## src/rtl/dtmr_pkg.sv

```systemverilog
package dtmr_pkg;
   localparam int VEC_W    = 8;
   localparam int MASK_BIT = 16;
   localparam int PER_BIT  = 17;
   localparam int SHIFT_W  = 3;
   localparam int PRE_W    = (1 << SHIFT_W) - 1;

   typedef enum logic [1:0] {
      SEL_DIV  = 2'd0,
      SEL_INIT = 2'd1,
      SEL_CTRL = 2'd2,
      SEL_CUR  = 2'd3
   } dtmr_sel_e;

   // code {d3,d1,d0}; clocks per tick are 2^((code+1) mod 8)
   function automatic logic [SHIFT_W-1:0] div_shift(input logic [3:0] d);
      logic [SHIFT_W-1:0] code;
      code = {d[3], d[1:0]};
      return code + 3'd1;
   endfunction
endpackage

```

## src/rtl/dtmr_prescaler.sv

```systemverilog
module dtmr_prescaler
   import dtmr_pkg::*;
#(
   parameter int P_W = PRE_W
) (
   input  logic               clk,
   input  logic               rst_n,
   input  logic               restart,
   input  logic [SHIFT_W-1:0] shift,
   output logic               tick
);
   logic [P_W-1:0] pre_q;
   logic [P_W-1:0] limit;

   assign limit = ~({P_W{1'b1}} << shift);
   assign tick  = !restart && (pre_q >= limit);

   always_ff @(posedge clk) begin
      if (!rst_n)
         pre_q <= '0;
      else if (restart || pre_q >= limit)
         pre_q <= '0;
      else
         pre_q <= pre_q + 1'b1;
   end
endmodule

```

## src/rtl/dtmr_counter.sv

```systemverilog
module dtmr_counter
   import dtmr_pkg::*;
#(
   parameter int  CNT_W    = 32,
   parameter bit  VEC_HOLD = 1'b1
) (
   input  logic             clk,
   input  logic             rst_n,
   input  logic             load,
   input  logic [CNT_W-1:0] load_val,
   input  logic [CNT_W-1:0] reload_val,
   input  logic             tick,
   input  logic             periodic,
   input  logic             masked,
   input  logic [VEC_W-1:0] vec_in,
   output logic [CNT_W-1:0] cnt,
   output logic             fire,
   output logic [VEC_W-1:0] vec_out
);
   logic [CNT_W-1:0] cnt_q;
   logic             spent_q;
   logic             fire_q;
   logic [VEC_W-1:0] vec_q;
   logic             at_zero;
   logic             live;
   logic             fire_now;

   assign at_zero  = (cnt_q == '0);
   assign live     = (reload_val != '0) && (periodic || !spent_q);
   assign fire_now = !load && tick && at_zero && live && !masked;

   always_ff @(posedge clk) begin
      if (!rst_n) begin
         cnt_q   <= '0;
         spent_q <= 1'b0;
         fire_q  <= 1'b0;
         vec_q   <= '0;
      end else begin
         fire_q <= fire_now;
         if (fire_now)
            vec_q <= vec_in;
         if (load) begin
            cnt_q   <= load_val;
            spent_q <= 1'b0;
         end else if (tick) begin
            if (!at_zero)
               cnt_q <= cnt_q - 1'b1;
            else if (periodic)
               cnt_q <= reload_val;
            else
               spent_q <= 1'b1;
         end
      end
   end

   assign cnt  = cnt_q;
   assign fire = fire_q;

   generate
      if (VEC_HOLD) begin : g_vec_hold
         assign vec_out = vec_q;
      end else begin : g_vec_gate
         assign vec_out = fire_q ? vec_q : '0;
      end
   endgenerate
endmodule

```

## src/rtl/divided_countdown_timer.sv

```systemverilog
module divided_countdown_timer
   import dtmr_pkg::*;
#(
   parameter int DATA_W   = 32,
   parameter bit VEC_HOLD = 1'b1
) (
   input  logic              clk,
   input  logic              rst_n,
   input  logic              wr_en,
   input  logic [1:0]        wr_sel,
   input  logic [DATA_W-1:0] wr_data,
   input  logic [1:0]        rd_sel,
   output logic [DATA_W-1:0] rd_data,
   output logic              evt_pulse,
   output logic [VEC_W-1:0]  evt_vector
);
   generate
      if (DATA_W < PER_BIT + 1) begin : g_bad_width
         $error("DATA_W too narrow for the control word");
      end
   endgenerate

   logic [3:0]        div_q;
   logic [DATA_W-1:0] init_q;
   logic [VEC_W-1:0]  vec_q;
   logic              mask_q;
   logic              per_q;
   logic [DATA_W-1:0] cur_cnt;
   logic              load;
   logic              tick;

   assign load = wr_en && (wr_sel == SEL_INIT);

   always_ff @(posedge clk) begin
      if (!rst_n) begin
         div_q  <= '0;
         init_q <= '0;
         vec_q  <= '0;
         mask_q <= 1'b1;
         per_q  <= 1'b0;
      end else if (wr_en) begin
         case (wr_sel)
            SEL_DIV:  div_q  <= {wr_data[3], 1'b0, wr_data[1:0]};
            SEL_INIT: init_q <= wr_data;
            SEL_CTRL: begin
               vec_q  <= wr_data[VEC_W-1:0];
               mask_q <= wr_data[MASK_BIT];
               per_q  <= wr_data[PER_BIT];
            end
            default: ;
         endcase
      end
   end

   dtmr_prescaler #(.P_W(PRE_W)) u_pre (
      .clk     (clk),
      .rst_n   (rst_n),
      .restart (load),
      .shift   (div_shift(div_q)),
      .tick    (tick)
   );

   dtmr_counter #(.CNT_W(DATA_W), .VEC_HOLD(VEC_HOLD)) u_cnt (
      .clk        (clk),
      .rst_n      (rst_n),
      .load       (load),
      .load_val   (wr_data),
      .reload_val (init_q),
      .tick       (tick),
      .periodic   (per_q),
      .masked     (mask_q),
      .vec_in     (vec_q),
      .cnt        (cur_cnt),
      .fire       (evt_pulse),
      .vec_out    (evt_vector)
   );

   always_comb begin
      rd_data = '0;
      case (rd_sel)
         SEL_DIV:  rd_data[3:0] = div_q;
         SEL_INIT: rd_data = init_q;
         SEL_CTRL: begin
            rd_data[VEC_W-1:0] = vec_q;
            rd_data[MASK_BIT]  = mask_q;
            rd_data[PER_BIT]   = per_q;
         end
         default:  rd_data = cur_cnt;
      endcase
   end
endmodule

```

## config.mk

```make
export PLATFORM = sky130hd
export DESIGN_NAME = divided_countdown_timer
export DESIGN_NICKNAME = d
export VERILOG_FILES = /design/src/rtl/dtmr_pkg.sv /design/src/rtl/dtmr_prescaler.sv /design/src/rtl/dtmr_counter.sv /design/src/rtl/divided_countdown_timer.sv
export SDC_FILE = /design/constraint.sdc
export NUM_CORES = 1
export LEC_CHECK = 0
export ABC_AREA = 1
export BUFFER_PORTS_ARGS = -buffer_cell sky130_fd_sc_hd__buf_2
export CORE_ASPECT_RATIO = 2
export CORE_UTILIZATION = 43
export DETAILED_ROUTE_END_ITERATION = 8
export PLACE_DENSITY = 0.71
export SKIP_CTS_REPAIR_TIMING = 1
export SYNTH_ARGS = -nofsm -noshare
export SYNTH_HDL_FRONTEND = slang
export SYNTH_SLANG_ARGS = --single-unit
```

## constraint.sdc

```tcl
create_clock -name clk -period 3.65 [get_ports clk]
set_input_delay 0.365 -clock clk [delete_from_list [all_inputs] [get_ports clk]]
set_output_delay 0.365 -clock clk [all_outputs]
set_load 0.02 [all_outputs]
```

; Word level (Yosys, flattened, before mapping)
; Index checks and enable logic that the tools add are counted.
[totals]
out_inout_bits = 41
ff_bits = 94
input_bits = 39
[op_classes]
n_addsub = 3
shifts = 1
order_cmp = 1
muxes = 9
n_bitwise = 3
eq_ne = 5
n_reduce_logical = 25
[ops]
columns = cell, count
row1 = two-way mux 32 bit, 4
row2 = zero test 32 bit, 1
row3 = nonzero test 32 bit, 1
row4 = "subtractor 32 x 1 -> 32 bit, second input constant", 1
row5 = case mux 14 bit (2 select lines), 1
row6 = case mux 4 bit (3 select lines), 2
row7 = case mux 8 bit (2 select lines), 1
row8 = AND reduction 2 bit, 4
row9 = "adder 7 x 1 -> 7 bit, second input constant", 1
row10 = greater-or-equal comparator 7 bit, 1
row11 = logical AND 1 bit, 7
row12 = inverter 7 bit, 1
row13 = "<< shifter 7 x 3 -> 7 bit, first input constant", 1
row14 = case mux 2 bit (3 select lines), 1
row15 = OR reduction 2 bit, 3
row16 = "equality test 2 x 1 -> 1 bit, second input constant", 2
row17 = "equality test 2 bit, second input constant", 2
row18 = zero test 2 bit, 2
row19 = "adder 3 x 1 -> 3 bit, second input constant", 1
row20 = zero test 1 bit, 3
row21 = "inequality test 3 x 2 -> 1 bit, second input constant", 1
row22 = AND reduction 3 bit, 1
row23 = logical OR 1 bit, 2
row24 = inverter 1 bit, 2
row25 = nonzero test 2 bit, 1

; Longest topological paths before layout
; Gate-level depths: netlist of the first run.
[depth]
word_depth = 9
mapped_depth = 18
ltp_nobuf = 16

; By module
; Synthesis of the first run repeated with hierarchy kept, for this count alone.
[hier_totals]
cells_unflattened = 1034
hier_area_um2 = 6324.8
[modules_own_cells]
columns = mod, seq_area_each_um2, instances, cells_per_inst, area_each_um2
row1 = dtmr_counter, 840.8, 1, 573, 3404.5
row2 = divided_countdown_timer, 900.9, 1, 386, 2404.8
row3 = dtmr_prescaler, 140.1, 1, 75, 515.5

; Least setup slack after synthesis of the first run
; No wires, ideal clock.
[synth_timing]
kind = reg-to-reg
start = register div_q[1]
end = register u_cnt.cnt_q[7], in the netlist u_cnt.cnt[7]
setup_slack_ps = 1073
path_stages_with_launch = 16
setup_time_ps = 112
arrival_ps = 2464
path_cell_list = dfxtp_1 ha_1 inv_1 ha_1 or2_2 ha_1 nand2_1 inv_1 a21oi_1 nand4_2 nand2_4 buf_12 buf_6 nand2_1 nand2_1 nor2_2
[synth_between]
elab_chain_cells = 7
[synth_rtl]
columns = element, line_no
row1 = "start, declared", divided_countdown_timer.sv:23  ; logic [3:0] div_q;
row2 = "start signal, assigned", divided_countdown_timer.sv:43  ; SEL_DIV: div_q <= {wr_data[3], 1'b0, wr_data[1:0]};
row3 = adder 3 x 1 -> 3 bit, dtmr_pkg.sv:19  ; return code + 3'd1;
row4 = << shifter 7 x 3 -> 7 bit, dtmr_prescaler.sv:15  ; assign limit = ~({P_W{1'b1}} << shift);
row5 = inverter 7 bit, dtmr_prescaler.sv:15
row6 = greater-or-equal comparator 7 bit, dtmr_prescaler.sv:16  ; assign tick = !restart && (pre_q >= limit);
row7 = logical AND 1 bit, dtmr_prescaler.sv:16
row8 = nonzero test 2 bit (no line), n/a
row9 = AND reduction 2 bit (no line), n/a
row10 = "end signal, assigned", dtmr_counter.sv:43  ; cnt_q <= load_val;
row11 = "end signal, assigned", dtmr_counter.sv:47  ; cnt_q <= cnt_q - 1'b1;
row12 = "end signal, assigned", dtmr_counter.sv:49  ; cnt_q <= reload_val;
row13 = "end, declared", dtmr_counter.sv:20  ; logic [CNT_W-1:0] cnt_q;
; Every way passes these cells.
; A chain may end at the register's enable or synchronous reset.

; Worst setup path in the final report of the first run
[layout_timing]
start = register div_q[1]
end = register u_cnt.cnt_q[0], in the netlist u_cnt.cnt[0]
; The elaborated chain is that of the path after synthesis.

==> results of run 1 <==
## registers in the layout, indices dropped and copies added (netlist names)
signal / count
u_cnt.vec_out: 8
u_pre.pre_q: 7
init_q: 32
u_cnt.spent_q: 1
per_q: 1
mask_q: 1
u_cnt.cnt: 32
u_cnt.fire: 1
vec_q: 8
div_q: 3
## metal layers
metal / up-vias / GRT usage (%) / share of wire [%]
li1: 3126 / - / -
met1: 2949 / 26.6 / 35
met2: 228 / 51.9 / 55
met3: 66 / 2.97 / 3.8
met4: 0 / 18.4 / 6.1
met5: - / 0 / 0
## power by group through the flow
stage                     registers, mW  logic [mW]  clock network, mW
after floorplan                    1.38        2.07                  0
after global routing               1.44        2.98              0.971
after global placement             1.43        2.59                  0
after detailed placement           1.43        2.61                  0
after CTS                          1.41        2.63              0.933
final                              1.42        2.66              0.925
## layout by cell type, fill, tap and decap left out, types with 2 or more instances in the layout
| cell | netlist | final |
|---|---|---|
| nor2_2 | 11 | 11 |
| a21oi_1 | 34 | 34 |
| inv_2 | 5 | 5 |
| nor3_1 | 4 | 4 |
| a21boi_0 | 6 | 6 |
| nand2_4 | 6 | 6 |
| nand3_4 | 2 | 2 |
| nor2_1 | 191 | 191 |
| nor3b_1 | 2 | 2 |
| xor2_1 | 10 | 10 |
| ha_1 | 13 | 13 |
| inv_1 | 118 | 118 |
| nand3_1 | 56 | 56 |
| o221ai_1 | 7 | 7 |
| nor2_4 | 9 | 9 |
| clkbuf_16 | 0 | 9 |
| nand2_2 | 4 | 4 |
| xnor2_1 | 2 | 2 |
| clkbuf_8 | 0 | 2 |
| nand2_1 | 227 | 227 |
| buf_2 | 4 | 79 |
| a221oi_1 | 2 | 2 |
| buf_4 | 1 | 8 |
| nand4_1 | 4 | 4 |
| o21ai_0 | 41 | 41 |
| o21a_1 | 5 | 5 |
| o22ai_1 | 43 | 43 |
| clkinvlp_4 | 0 | 2 |
| dfxtp_1 | 94 | 94 |
## worst register-to-register path, cell delays in order, from the launching register on
cell	delay, ps
dfxtp_1	390
ha_1	190
inv_1	50
ha_1	330
or2_2	320
ha_1	280
nand2_1	60
inv_1	40
a21oi_1	220
nand4_2	180
nand2_4	270
buf_12	250
nand2_1	90
nand2_1	70
nor2_1	40
## kinds of logic (layout without fill, tap and decap cells)
logic type,Yosys count,count (layout),share of synthesized area (%)
XOR/XNOR,12,12,1.76
adder cells (fa/ha/maj),13,13,2.73
AND/OR/NAND/NOR,524,524,38.0
AO/OA/AOI/OAI,143,143,14.1
flip-flops,94,94,31.5
buffers and inverters,160,227,11.8
## cell type report
type,instances,area (sq um)
sequential,94,1880
timing repair buffer,88,475
clock buffer,12,256
inverter,123,462
tap,155,194
multi-input combinational,692,3380
fill,1409,6840
clock inverter,4,28.8
## how the worst max path moves through the flow
stage	slack [ps]	cells after the start	start	to
after floorplan	1070	15	div_q[1]	u_cnt.cnt[7]
after global placement	920	14	div_q[1]	u_cnt.cnt[3]
after detailed placement	840	14	div_q[1]	u_cnt.cnt[12]
after CTS	810	14	div_q[1]	u_cnt.cnt[12]
after global routing	540	14	div_q[1]	u_cnt.cnt[16]
final	760	14	div_q[1]	u_cnt.cnt[0]
==> run_summary.xml, run 1 <==
<?xml version="1.0" encoding="UTF-8"?>
<metrics>
  <group name="yosys">
    <metric name="synth_nets" unit="">998</metric>
    <metric name="count_of_flip_flops_with_a_built_in_enable_after_synthesis" unit="">0</metric>
    <metric name="synth.lib_cells_used.distinct" unit="">44</metric>
    <metric name="synth_cells" unit="">946</metric>
    <metric name="synth-async-reset-ratio" unit="%">0</metric>
    <metric name="synth_top_cells_by_area" unit="">dfxtp_1 (32%), nand2_1 (14%), nor2_1 (12%)</metric>
    <metric name="syn-cell-area" unit="sq mm">0.00597</metric>
    <metric name="fraction_of_the_yosys_area_taken_by_sequential_cells" unit="%">31.5</metric>
    <metric name="syn-mean-instance-area" unit="sq um">6.31</metric>
    <metric name="yosys_warnings" unit="">0</metric>
    <metric name="yosys_register_bits" unit="">94</metric>
    <metric name="dominantRegCellSynth" unit="">dfxtp_1</metric>
    <metric name="synth.top_cells.by_count" unit="">nand2_1 (227), nor2_1 (191), inv_1 (118)</metric>
    <metric name="synthMostInstantiatedCell" unit="">nand2_1</metric>
    <metric name="synth_largest_type_area_fraction" unit="%">31.5</metric>
    <metric name="synth_top_cell_by_area" unit="">dfxtp_1</metric>
  </group>
  <group name="final_layout">
    <metric name="final-instance-count-excl-fill" unit="">1168</metric>
    <metric name="number_of_nets_in_the_final_layout" unit="">1060</metric>
    <metric name="insertedDiodeCount" unit="">0</metric>
    <metric name="layout_overhead_on_the_synthesized_area" unit="%">11.9</metric>
    <metric name="post_route_cell_area" unit="sq mm">0.00668</metric>
    <metric name="post_route_cells_drive_above_1_share" unit="%">14.3</metric>
    <metric name="utilization" unit="%">49.4</metric>
  </group>
  <group name="critical_path">
    <metric name="crit-reg2reg-launch" unit="">div_q[1]</metric>
    <metric name="worstPathCellList" unit="">ha_1 &gt; inv_1 &gt; ha_1 &gt; or2_2 &gt; ha_1 &gt; nand2_1 &gt; inv_1 &gt; a21oi_1 &gt; nand4_2 &gt; nand2_4 &gt; buf_12 &gt; nand2_1 &gt; nand2_1 &gt; nor2_1</metric>
    <metric name="worstPathBufferInverterCount" unit="">3</metric>
    <metric name="critPathRequiredTime" unit="ps">3900</metric>
    <metric name="crit_path_top_delay_cell" unit="">dfxtp_1</metric>
    <metric name="path_delay_family" unit="">simple AND/OR/NAND/NOR gates</metric>
    <metric name="critPathMaxStageDelay" unit="ps">390</metric>
    <metric name="critPathLaunchType" unit="">flop</metric>
    <metric name="timing.critical_path.arrival" unit="ps">3130</metric>
    <metric name="setup.worst_path.end_class" unit="">flop</metric>
    <metric name="crit_fanout" unit="">34</metric>
    <metric name="reg2reg_setup_slack" unit="ps">760</metric>
    <metric name="r2r_end" unit="">u_cnt.cnt[0]</metric>
    <metric name="setup.worst_path.class" unit="">reg -&gt; reg</metric>
    <metric name="timing.reg2reg.worst_path_depth" unit="">14</metric>
  </group>
  <group name="clock_network">
    <metric name="numCtsBuffers" unit="">9</metric>
    <metric name="cts_num_sinks" unit="">94</metric>
    <metric name="clock_tree_from_tritoncts" unit="">yes</metric>
    <metric name="maximum_clock_insertion_buffer_count" unit="">2</metric>
    <metric name="clock_latency_late_sink" unit="ps">350</metric>
    <metric name="clockRootBuffer" unit="">clkbuf_16</metric>
    <metric name="clkSlewWorstSetupHoldPaths" unit="ps">70</metric>
    <metric name="cts.htree.levels" unit="">3</metric>
  </group>
  <group name="route">
    <metric name="drt_pass1_iterations" unit="">8</metric>
    <metric name="drc_errors" unit="">0</metric>
    <metric name="drtIter0Drc" unit="">471</metric>
    <metric name="vias" unit="">6369</metric>
    <metric name="routedWlPerCell" unit="um">16.1</metric>
    <metric name="postRouteWirelength" unit="um">18900</metric>
    <metric name="drtAntennaViolNets" unit="">0</metric>
    <metric name="drt-vias-per-instance" unit="">5.45</metric>
  </group>
  <group name="die">
    <metric name="dieWidth" unit="um">85.3</metric>
    <metric name="ioPinCount" unit="">80</metric>
    <metric name="dieArea" unit="sq mm">0.0144</metric>
    <metric name="floorplan.rows" unit="">60</metric>
    <metric name="die-height" unit="um">169</metric>
    <metric name="fp.coreArea" unit="sq mm">0.0135</metric>
    <metric name="initial_core_util" unit="%">44.1</metric>
  </group>
  <group name="global_route">
    <metric name="grtUsageTotal" unit="%">27.1</metric>
    <metric name="grt_antenna_before_repair" unit="">0</metric>
    <metric name="grt_first_pass_wirelength" unit="um">30100</metric>
    <metric name="grt.overflow.total" unit="">0</metric>
    <metric name="grt_max_degree" unit="">54</metric>
    <metric name="first_global_vias" unit="">6131</metric>
  </group>
  <group name="hold_path">
    <metric name="worstHoldStart" unit="">wr_data[2]</metric>
    <metric name="hp-class" unit="">in -&gt; reg</metric>
    <metric name="hold_path_end" unit="">vec_q[2]</metric>
    <metric name="hold_path_depth" unit="">3</metric>
  </group>
  <group name="placement">
    <metric name="finalWeightedCongestion" unit="">0.961</metric>
    <metric name="place.port_buffers" unit="">79</metric>
    <metric name="place_area" unit="sq mm">0.00639</metric>
    <metric name="detailed_place_hpwl" unit="um">14000</metric>
    <metric name="detailedPlace.worstSlack" unit="ps">840</metric>
    <metric name="placed_cells_incl_taps" unit="">1152</metric>
  </group>
  <group name="pwr">
    <metric name="power_frac_comb" unit="%">53.1</metric>
    <metric name="power.sequential.fraction" unit="%">28.4</metric>
    <metric name="power.static_leakage" unit="nW">3.32</metric>
    <metric name="areal_power_density_over_the_cells" unit="mW/mm^2">751</metric>
    <metric name="internal-power" unit="mW">2.57</metric>
    <metric name="total_power" unit="mW">5.01</metric>
    <metric name="switchingPower" unit="mW">2.45</metric>
    <metric name="p_sw_share" unit="%">48.8</metric>
    <metric name="part_of_the_total_power_dissipated_in_the_clock_network" unit="%">18.5</metric>
    <metric name="irDropWorstVdd" unit="V">0.000287</metric>
  </group>
  <group name="run">
    <metric name="timing.max_cap.violations" unit="">0</metric>
  </group>
  <group name="timing">
    <metric name="hold_violations" unit="">0</metric>
    <metric name="slew_headroom" unit="%">42.5</metric>
    <metric name="setup_tns" unit="ps">0</metric>
    <metric name="fmaxAchievable" unit="GHz">0.346</metric>
    <metric name="slew_viol_final" unit="">0</metric>
    <metric name="finalClockSkew" unit="ps">7.12</metric>
    <metric name="rsz_0062_raised_after_global_routing" unit="">false</metric>
    <metric name="whs" unit="ps">254</metric>
    <metric name="finalWorstPathRequiredPeriod" unit="ps">2890</metric>
    <metric name="postLayoutSetupSlackWorst" unit="ps">764</metric>
    <metric name="finalSetupViolations" unit="">0</metric>
    <metric name="layout_worst_path_cycle_share" unit="%">79.1</metric>
    <metric name="least_margin_pin_slew" unit="ps">859</metric>
  </group>
  <group name="run_status">
    <metric name="run_status" unit="">finished clean</metric>
  </group>
</metrics>
Note: power is estimated with default switching activity, not from simulation.
==> run 2: changes to the inputs <==
ABC_AREA = 0   (was 1)
PLACE_DENSITY = 0.72   (was 0.71)
clock period = 2.8 ns   (was 3.65 ns; I/O delays follow)
==> run 2 against run 1 <==
  * The run now ends with negative setup slack left
  * Total power increased by 50%
  * Fmax down 4.0%
  * Utilization up 7.5 points
  * Wire length down 3.7%
  * Non-clock buffer count is 54 higher
  * Via count decreased by 9.8%
  * Critical endpoint is now u_cnt.cnt[26]
==> run_summary.xml, run 2 <==
<?xml version="1.0" encoding="UTF-8"?>
<metrics>
  <group name="run_status">
    <metric name="run_status" unit="">finished with violations</metric>
    <metric name="violated_checks" unit="">negative setup slack</metric>
  </group>
  <group name="critical_path">
    <metric name="crit-reg2reg-launch" unit="">div_q[1]</metric>
    <metric name="crit_fanout" unit="">6</metric>
    <metric name="timing.critical_path.arrival" unit="ps">3220</metric>
    <metric name="critPathLaunchType" unit="">flop</metric>
    <metric name="crit_path_top_delay_cell" unit="">a41oi_4</metric>
    <metric name="r2r_end" unit="">u_cnt.cnt[26]</metric>
    <metric name="reg2reg_setup_slack" unit="ps">-210</metric>
    <metric name="worstPathCellList" unit="">ha_4 &gt; inv_4 &gt; ha_4 &gt; nor2b_4 &gt; ha_4 &gt; a21oi_2 &gt; o21ai_2 &gt; maj3_2 &gt; a41oi_4 &gt; buf_6 &gt; buf_12 &gt; nor2_4 &gt; a221oi_2 &gt; nor3_2</metric>
    <metric name="setup.worst_path.end_class" unit="">flop</metric>
    <metric name="critical_path.most_common_cell" unit="">ha_4</metric>
    <metric name="critPathMaxStageDelay" unit="ps">360</metric>
    <metric name="timing.reg2reg.worst_path_depth" unit="">14</metric>
    <metric name="critPathRequiredTime" unit="ps">3020</metric>
    <metric name="setup.worst_path.class" unit="">reg -&gt; reg</metric>
  </group>
  <group name="clock_network">
    <metric name="cts_num_sinks" unit="">94</metric>
    <metric name="numCtsBuffers" unit="">9</metric>
    <metric name="clock_tree_from_tritoncts" unit="">yes</metric>
    <metric name="cts.htree.levels" unit="">3</metric>
    <metric name="clockRootBuffer" unit="">clkbuf_16</metric>
    <metric name="clock_latency_late_sink" unit="ps">350</metric>
    <metric name="maximum_clock_insertion_buffer_count" unit="">2</metric>
    <metric name="clkSlewWorstSetupHoldPaths" unit="ps">70</metric>
  </group>
  <group name="die">
    <metric name="ioPinCount" unit="">80</metric>
    <metric name="floorplan.rows" unit="">57</metric>
    <metric name="initial_core_util" unit="%">44.4</metric>
    <metric name="die-height" unit="um">161</metric>
    <metric name="dieArea" unit="sq mm">0.0132</metric>
    <metric name="fp.coreArea" unit="sq mm">0.0123</metric>
    <metric name="dieWidth" unit="um">81.6</metric>
  </group>
  <group name="pwr">
    <metric name="areal_power_density_over_the_cells" unit="mW/mm^2">1080</metric>
    <metric name="irDropWorstVdd" unit="V">0.000580</metric>
    <metric name="power.static_leakage" unit="nW">2.89</metric>
    <metric name="total_power" unit="mW">7.52</metric>
  </group>
  <group name="timing">
    <metric name="layout_worst_path_cycle_share" unit="%">107</metric>
    <metric name="finalClockSkew" unit="ps">9.68</metric>
    <metric name="setup_tns" unit="ps">-4380</metric>
    <metric name="slew_viol_final" unit="">0</metric>
    <metric name="least_margin_pin_slew" unit="ps">1160</metric>
    <metric name="finalWorstPathRequiredPeriod" unit="ps">3010</metric>
    <metric name="rsz_0062_raised_after_global_routing" unit="">true</metric>
    <metric name="fmaxAchievable" unit="GHz">0.333</metric>
    <metric name="hold_violations" unit="">0</metric>
    <metric name="finalSetupViolations" unit="">38</metric>
    <metric name="slew_headroom" unit="%">22.3</metric>
    <metric name="postLayoutSetupSlackWorst" unit="ps">-207</metric>
  </group>
  <group name="yosys">
    <metric name="syn-cell-area" unit="sq mm">0.00545</metric>
    <metric name="count_of_flip_flops_with_a_built_in_enable_after_synthesis" unit="">0</metric>
    <metric name="dominantRegCellSynth" unit="">dfxtp_1</metric>
    <metric name="synthMostInstantiatedCell" unit="">nand2_1</metric>
    <metric name="fraction_of_the_yosys_area_taken_by_sequential_cells" unit="%">34.5</metric>
    <metric name="synth.top_cells.by_count" unit="">nand2_1 (103), dfxtp_1 (94), a21oi_1 (81)</metric>
    <metric name="synth.lib_cells_used.distinct" unit="">56</metric>
    <metric name="synth_cells" unit="">684</metric>
    <metric name="synth_top_cell_by_area" unit="">dfxtp_1</metric>
    <metric name="synth_nets" unit="">736</metric>
    <metric name="syn-mean-instance-area" unit="sq um">7.97</metric>
    <metric name="yosys_warnings" unit="">0</metric>
    <metric name="synth-async-reset-ratio" unit="%">0</metric>
    <metric name="yosys_register_bits" unit="">94</metric>
    <metric name="synth_top_cells_by_area" unit="">dfxtp_1 (35%), mux2i_1 (8.1%), a21oi_1 (7.4%)</metric>
    <metric name="synth_largest_type_area_fraction" unit="%">34.5</metric>
  </group>
  <group name="route">
    <metric name="drc_errors" unit="">0</metric>
    <metric name="drtIter0Drc" unit="">411</metric>
    <metric name="routedWlPerCell" unit="um">19.3</metric>
    <metric name="drtAntennaViolNets" unit="">0</metric>
    <metric name="postRouteWirelength" unit="um">18200</metric>
    <metric name="drt_pass1_iterations" unit="">7</metric>
    <metric name="vias" unit="">5742</metric>
    <metric name="drt-vias-per-instance" unit="">6.09</metric>
  </group>
  <group name="final_layout">
    <metric name="post_route_cells_drive_above_1_share" unit="%">26.8</metric>
    <metric name="final-instance-count-excl-fill" unit="">943</metric>
    <metric name="insertedDiodeCount" unit="">0</metric>
    <metric name="layout.cells.most_common_list" unit="">nand2_1 (99), dfxtp_1 (92), buf_2 (79)</metric>
    <metric name="layout.cells.most_common" unit="">nand2_1</metric>
    <metric name="post_route_cell_area" unit="sq mm">0.00698</metric>
    <metric name="fillCellCount" unit="">1114</metric>
    <metric name="utilization" unit="%">56.9</metric>
    <metric name="layout_overhead_on_the_synthesized_area" unit="%">28.1</metric>
    <metric name="number_of_nets_in_the_final_layout" unit="">843</metric>
  </group>
  <group name="hold_path">
    <metric name="hp-class" unit="">in -&gt; reg</metric>
    <metric name="hold_path_end" unit="">u_cnt.cnt[19]</metric>
    <metric name="hold_path_depth" unit="">3</metric>
    <metric name="worstHoldStart" unit="">wr_data[19]</metric>
  </group>
  <group name="global_route">
    <metric name="grt.overflow.total" unit="">0</metric>
    <metric name="grt_antenna_before_repair" unit="">0</metric>
    <metric name="first_global_vias" unit="">5650</metric>
    <metric name="grt_first_pass_wirelength" unit="um">28400</metric>
    <metric name="grt_max_degree" unit="">62</metric>
    <metric name="grtUsageTotal" unit="%">28.1</metric>
  </group>
  <group name="run">
    <metric name="timing.max_cap.violations" unit="">0</metric>
  </group>
  <group name="placement">
    <metric name="place_area" unit="sq mm">0.00633</metric>
    <metric name="detailed_place_hpwl" unit="um">13200</metric>
    <metric name="finalWeightedCongestion" unit="">0.952</metric>
    <metric name="placed_cells_incl_taps" unit="">917</metric>
    <metric name="place.port_buffers" unit="">79</metric>
  </group>
</metrics>
[run 2: changes by cell type in the layout (fill, tap and decap cells not counted), sizes merged, moves of 44 or more]
cell / delta
mux2i: +44
a21oi: +46
inv: -113
nand2: -134
nor2: -155
buf: +54
[run 2: per-stage QoR]
stage	hold slack, ps	setup slack (ps)
after floorplan	389	38.3
after global placement	444	-65.7
after detailed placement	463	-222
after CTS	144	-240
after global routing	169	-306
final	151	-207
[run 2: how the worst max path moves through the flow]
stage | startpoint | endpoint | slack [ps] | cells past startpoint
after global routing | div_q[1] | u_cnt.cnt[26] | -310 | 14
after floorplan | div_q[1] | u_cnt.cnt[20] | 40 | 12
after detailed placement | div_q[0] | u_cnt.cnt[22] | -220 | 13
final | div_q[1] | u_cnt.cnt[26] | -210 | 14
after CTS | div_q[0] | u_cnt.cnt[22] | -240 | 13
after global placement | div_q[0] | u_cnt.cnt[20] | -70 | 12
[run 2: cell families (layout without fill, tap and decap cells)]
kind of cell	Yosys count	after routing	synth area share, %
adder cells (fa/ha/maj)	14	14	3.17
flip-flops	94	94	34.5
buffers and inverters	55	167	3.88
AO/OA/AOI/OAI	174	174	19.2
XOR/XNOR	17	17	2.73
multiplexers	54	54	10.8
AND/OR/NAND/NOR	276	276	25.7
[run 2: critical path: cells and delay by family, from the launching register on]
kind | cells | cell delay [ps]
AO/OA/AOI/OAI | 4 | 900
adder cells (fa/ha/maj) | 4 | 990
buffers and inverters | 3 | 330
flip-flops | 1 | 350
AND/OR/NAND/NOR | 3 | 300
[run 2: final cells by class]
| class | instances | area [sq um] | area share [%] |
|---|---|---|---|
| sequential | 94 | 1890 | 27.0 |
| clock buffer | 9 | 225 | 3.23 |
| clock inverter | 7 | 143 | 2.04 |
| timing repair buffer | 142 | 948 | 13.6 |
| inverter | 9 | 38.8 | 0.556 |
| tap | 147 | 184 | 2.63 |
| multi-input combinational | 535 | 3550 | 50.9 |
[run 2: power breakdown]
| group | internal [mW] | leakage, nW | total, mW | switching [mW] |
|---|---|---|---|---|
| Combinational | 1.83 | 1.95 | 4.16 | 2.32 |
| Clock | 0.968 | 0.180 | 1.51 | 0.544 |
| Sequential | 1.54 | 0.766 | 1.85 | 0.316 |
[run 2: per-layer routing]
metal	GRT usage (%)	up-vias	share of wire [%]	routed length (um)
met3	3.79	75	5.4	985
met1	31.2	2713	36	6600
met4	16.5	0	5.2	948
met2	49.0	265	53	9630
met5	0	-	0	0
li1	-	2689	-	-
